File: config.mk
export PLATFORM = sky130hd
export DESIGN_NAME = usb_in_ep_ctrl
export DESIGN_NICKNAME = d
export VERILOG_FILES = /design/src/rtl/usb_in_ep_ctrl.sv
export SDC_FILE = /design/constraint.sdc
export NUM_CORES = 1
export LEC_CHECK = 0
export ABC_AREA = 1
export BUFFER_PORTS_ARGS = -buffer_cell sky130_fd_sc_hd__clkbuf_2
export CORE_UTILIZATION = 50
export DETAILED_ROUTE_END_ITERATION = 16
export HOLD_SLACK_MARGIN = 0.15
export PLACE_DENSITY = 0.91
export SLEW_MARGIN = 10
export SYNTH_ARGS = -nofsm -noshare
export SYNTH_HDL_FRONTEND = slang
export SYNTH_SLANG_ARGS = --single-unit
export TNS_END_PERCENT = 30
File: constraint.sdc
create_clock -name clk -period 3.9 [get_ports clk]
set_clock_uncertainty 0.05 [all_clocks]
set_input_delay 0.39 -clock clk [delete_from_list [all_inputs] [get_ports clk]]
set_output_delay 0.39 -clock clk [all_outputs]
set_load 0.01 [all_outputs]
File: src/rtl/usb_in_ep_ctrl.sv
module usb_in_ep_ctrl (
  input  logic       clk,
  input  logic       rst_n,
  input  logic       cfg_dbuf,
  input  logic       cfg_iso,
  input  logic       reg_wr,
  input  logic [6:0] reg_wdata,
  input  logic       tok_in,
  input  logic       hs_ack,
  output logic [1:0] pkt_cnt,
  output logic       fifo_nonempty,
  output logic       stall_req,
  output logic       stalled,
  output logic       underrun,
  output logic       data_odd,
  output logic       ep_irq,
  output logic       rsp_valid,
  output logic [1:0] rsp_kind,
  output logic       rsp_odd
);
  localparam logic [1:0] K_DATA = 2'd0, K_NAK = 2'd1, K_STALL = 2'd2, K_ZLP = 2'd3;

  logic       ack_wait;
  logic [1:0] tok_kind, cnt_nx;

  wire [1:0] cap      = cfg_dbuf ? 2'd2 : 2'd1;
  wire       stall_on = stall_req & ~cfg_iso;
  wire       w_load   = reg_wr & reg_wdata[0];
  wire       w_flush  = reg_wr & reg_wdata[1];
  wire       ack_ok   = hs_ack & ack_wait;
  wire       t_stall  = tok_in & (tok_kind == K_STALL);
  wire       t_data   = tok_in & (tok_kind == K_DATA);
  wire       t_empty  = tok_in & ~stall_on & (pkt_cnt == 2'd0);

  assign fifo_nonempty = (pkt_cnt != 2'd0);
  assign tok_kind = stall_on ? K_STALL : fifo_nonempty ? K_DATA : cfg_iso ? K_ZLP : K_NAK;

  always_comb begin
    cnt_nx = pkt_cnt;
    if (t_stall) cnt_nx = 2'd0;
    else if (t_data && cfg_iso) cnt_nx = cnt_nx - 2'd1;
    if (ack_ok && cnt_nx != 2'd0) cnt_nx = cnt_nx - 2'd1;
    if (w_flush) begin
      if (!w_load && cnt_nx != 2'd0) cnt_nx = cnt_nx - 2'd1;
    end else if (w_load && cnt_nx < cap) begin
      cnt_nx = cnt_nx + 2'd1;
    end
  end

  always_ff @(posedge clk or negedge rst_n) begin
    if (!rst_n) begin
      pkt_cnt   <= 2'd0;
      stall_req <= 1'b0;
      stalled   <= 1'b0;
      underrun  <= 1'b0;
      data_odd  <= 1'b0;
      ep_irq    <= 1'b0;
      ack_wait  <= 1'b0;
      rsp_valid <= 1'b0;
      rsp_kind  <= K_DATA;
      rsp_odd   <= 1'b0;
    end else begin
      pkt_cnt   <= cnt_nx;
      if (reg_wr) stall_req <= reg_wdata[2];
      stalled   <= t_stall | (stalled & ~(reg_wr & reg_wdata[3]));
      underrun  <= t_empty | (underrun & ~(reg_wr & reg_wdata[4]));
      if (reg_wr && reg_wdata[5]) data_odd <= 1'b0;
      else if (ack_ok)            data_odd <= ~data_odd;
      ep_irq    <= ack_ok | (t_data & cfg_iso) | w_flush | (ep_irq & ~(reg_wr & reg_wdata[6]));
      if (t_data && !cfg_iso)   ack_wait <= 1'b1;
      else if (ack_ok || t_stall) ack_wait <= 1'b0;
      rsp_valid <= tok_in;
      if (tok_in) begin
        rsp_kind <= tok_kind;
        rsp_odd  <= data_odd;
      end
    end
  end

  AST_CNT_CAP: assert property (@(posedge clk) disable iff (!rst_n)
    pkt_cnt <= (cfg_dbuf ? 2'd2 : 2'd1));
  AST_STALL_EMPTIES: assert property (@(posedge clk) disable iff (!rst_n)
    (rsp_valid && rsp_kind == K_STALL) |-> (stalled && pkt_cnt == 2'd0));
  AST_ISO_NO_STALL: assert property (@(posedge clk) disable iff (!rst_n)
    (rsp_valid && cfg_iso) |-> (rsp_kind != K_STALL));
  AST_NAK_FLAGS_UNDERRUN: assert property (@(posedge clk) disable iff (!rst_n)
    (rsp_valid && rsp_kind == K_NAK) |-> underrun);
  AST_UNDERRUN_STICKY: assert property (@(posedge clk) disable iff (!rst_n)
    (underrun && !(reg_wr && reg_wdata[4])) |=> underrun);
  AST_TOGGLE_CLEAR: assert property (@(posedge clk) disable iff (!rst_n)
    (reg_wr && reg_wdata[5]) |=> !data_odd);
  AST_FLUSH_IRQ: assert property (@(posedge clk) disable iff (!rst_n)
    (reg_wr && reg_wdata[1]) |=> ep_irq);
endmodule

==> impl_metrics.ini <==
[power_and_ir_drop]
swShare = 0.434
intPower_w = 0.000306
p_clk_frac = 0.138
ir_drop_v = 0.000387
p_per_area_nw_per_um2 = 611
combPwrFrac = 0.521
leakage_nw = 0.508
p_switching_w = 0.000234
pwr-share-seq = 0.342

[cts]
cts_tree = yes
clock-sinks = 12
root_buffer = clkbuf_4
clock_path_buffers = 2
clock_latency_ns = 0.27
cts_resized = 0
postCtsHoldBufs = 1
cts.clk_slew.worst_paths_ns = 0.07
cts_buffers = 3
postCtsSetupRepairBufs = 0
cts_max_level = 1

[yosys]
synthDistinctLibCells = 18
synth_seq_cells = 12
synth-seq-area-share = 0.422
syn_inst = 89
syn_nets = 107
synth_area_um2 = 712
yosysWarnings = 0
postSynthAreaPerCell_um2 = 8.00

[drt]
via_count = 706
drtAntennaViolNets = 0
detail_route.first_pass.iterations = 4
route.detailed.drc = 0
wl_met3_um = 100
routedWlPerCell_um = 12.4
viasPerCell = 5.35
drt_wl_total_um = 1630
top_layer = met4
m1WireLength_um = 668
drtIter0Drc = 20
routed-wl-met2_um = 849

[critical_path]
endpoint_kind = flip-flop
cp.required_ns = 4.01
cp-start-kind = flip-flop
rr_worst_depth = 17
cp_max_fo = 5
critPathArrivalTime_ns = 3.20
crit_type = reg -> reg

[die]
initial_utilization = 0.540
core_um2 = 1320
die_area_um2 = 1580
rows = 13
dieHeight_um = 39.7
die_x_um = 39.7
pin_count = 26

[sta]
max-slew-margin-rel = 0.798
finalHoldViolations = 0
rsz0062_at_grt = false
period_needed_ns = 3.09
fin_setup_tns_ns = 0
setup_viol = 0
holdWs_ns = 0.245
slew_violations = 0
worst_slew_pin_slew_ns = 0.303
clock.fmax_ghz = 0.324
finalCritPeriodShare = 0.792

[global_route]
grt_overflow = 0
grt_pass1_vias = 625
grt_max_degree = 13
antenna_found_initial = 0
grt_usage = 0.242
grt_pass1_wl_um = 2500

[placement]
io_buffers = 25
hpwl_um = 1280
place_congestion = 0.789

[flow_run]
maxCapViolCount = 0

[run_status]
status = finished clean

[final_layout]
layout_common_cells = nand2_1 (29), clkbuf_2 (25), dfrtp_1 (12)
diodes = 0
layout.nets = 137
final_common_cell = nand2_1
drive_gt1_frac = 0.359
syn_to_final_growth_pct = 24.3

[worst_hold_path]
hold_depth = 1
hold_class = in -> reg
worst max-delay path: stages (launching register included):
cell and delay, ns:
dfrtp_1 0.38, inv_1 0.08, ha_1 0.23, inv_1 0.14, nand4_1 0.18, nand2_1 0.14
nand3_2 0.10, ha_1 0.21, or2_2 0.31, or2_2 0.29, o21ai_2 0.10, inv_1 0.07
ha_1 0.18, a21oi_1 0.20, or2_2 0.16, nand2_1 0.05, nand2_1 0.05, nand2_1 0.04
power by group through the flow:
stage	clock [W]	combinational (W)	sequential (W)
floorplan	0	0.000173	0.000198
global placement	0	0.000259	0.000182
detailed placement	0	0.000279	0.000186
CTS	0.0000759	0.000282	0.000184
global route	0.0000817	0.000319	0.000188
finish	0.0000744	0.000281	0.000185
final timing paths:
check | to | start | slack (ns)
max | pkt_cnt[0]$_DFF_PN0_ | pkt_cnt[0]$_DFF_PN0_ | 0.81
min | rsp_valid$_DFF_PN0_ | tok_in | 0.24
max reg2reg | pkt_cnt[0]$_DFF_PN0_ | pkt_cnt[0]$_DFF_PN0_ | 0.81
min reg2reg | underrun$_DFF_PN0_ | underrun$_DFF_PN0_ | 0.44
max in group asynchronous | pkt_cnt[1]$_DFF_PN0_ | rst_n | 3.08
min in group asynchronous | rsp_valid$_DFF_PN0_ | rst_n | 0.48
sequential cells by signal, summed over array words and instances (netlist names):
name	count
stalled	1
ack_wait	1
rsp_kind	2
underrun	1
ep_irq	1
stall_req	1
rsp_odd	1
data_odd	1
rsp_valid	1
pkt_cnt	2
metal layers:
layer	vias to the layer above	global-route usage
met2	29	0.459
met1	325	0.259
met4	0	0.0172
met5	-	0
li1	350	-
met3	2	0.0909
cell usage after synthesis:
cell type / n / share of area
nand2_1: 29 / 0.15
dfrtp_1: 12 / 0.42
inv_1: 10 / 0.053
nand2_2: 5 / 0.044
nand3_1: 5 / 0.035
nand4_1: 5 / 0.044
ha_1: 4 / 0.070
a21oi_1: 3 / 0.021
o21ai_0: 3 / 0.021
or2_2: 3 / 0.026
nand3_2: 2 / 0.028
nor2_1: 2 / 0.011
a21oi_4: 1 / 0.023
clkbuf_1: 1 / 0.0053
inv_2: 1 / 0.0053
mux2_2: 1 / 0.016
o211ai_1: 1 / 0.011
o21ai_2: 1 / 0.012
cell families after synthesis:
kind of cell,after synthesis,share of synthesized area
flops,12,0.422
fa+ha+maj,4,0.0703
compound gates,9,0.0879
simple gates,51,0.341
mux,1,0.0158
buf+inv,12,0.0633
metrics by stage:
step	area [um^2]	setup WS (ns)	util	total power [W]	std cells
finish	885	0.813	0.671	0.000541	132
global route	885	0.566	0.671	0.000588	132
CTS	885	0.856	0.671	0.000542	132
detailed placement	852	0.873	0.647	0.000465	128
global placement	852	1.04	0.647	0.000442	128
floorplan	712	1.07	-	0.000371	89
layout make-up:
class,count,area (um^2)
Tap cell,15,18.8
Clock buffer,3,22.5
Sequential cell,12,300
Fill cell,110,433
Multi-Input combinational cell,65,367
Inverter,11,41.3
Timing Repair Buffer,26,135
(Power assumes the default switching activity.)
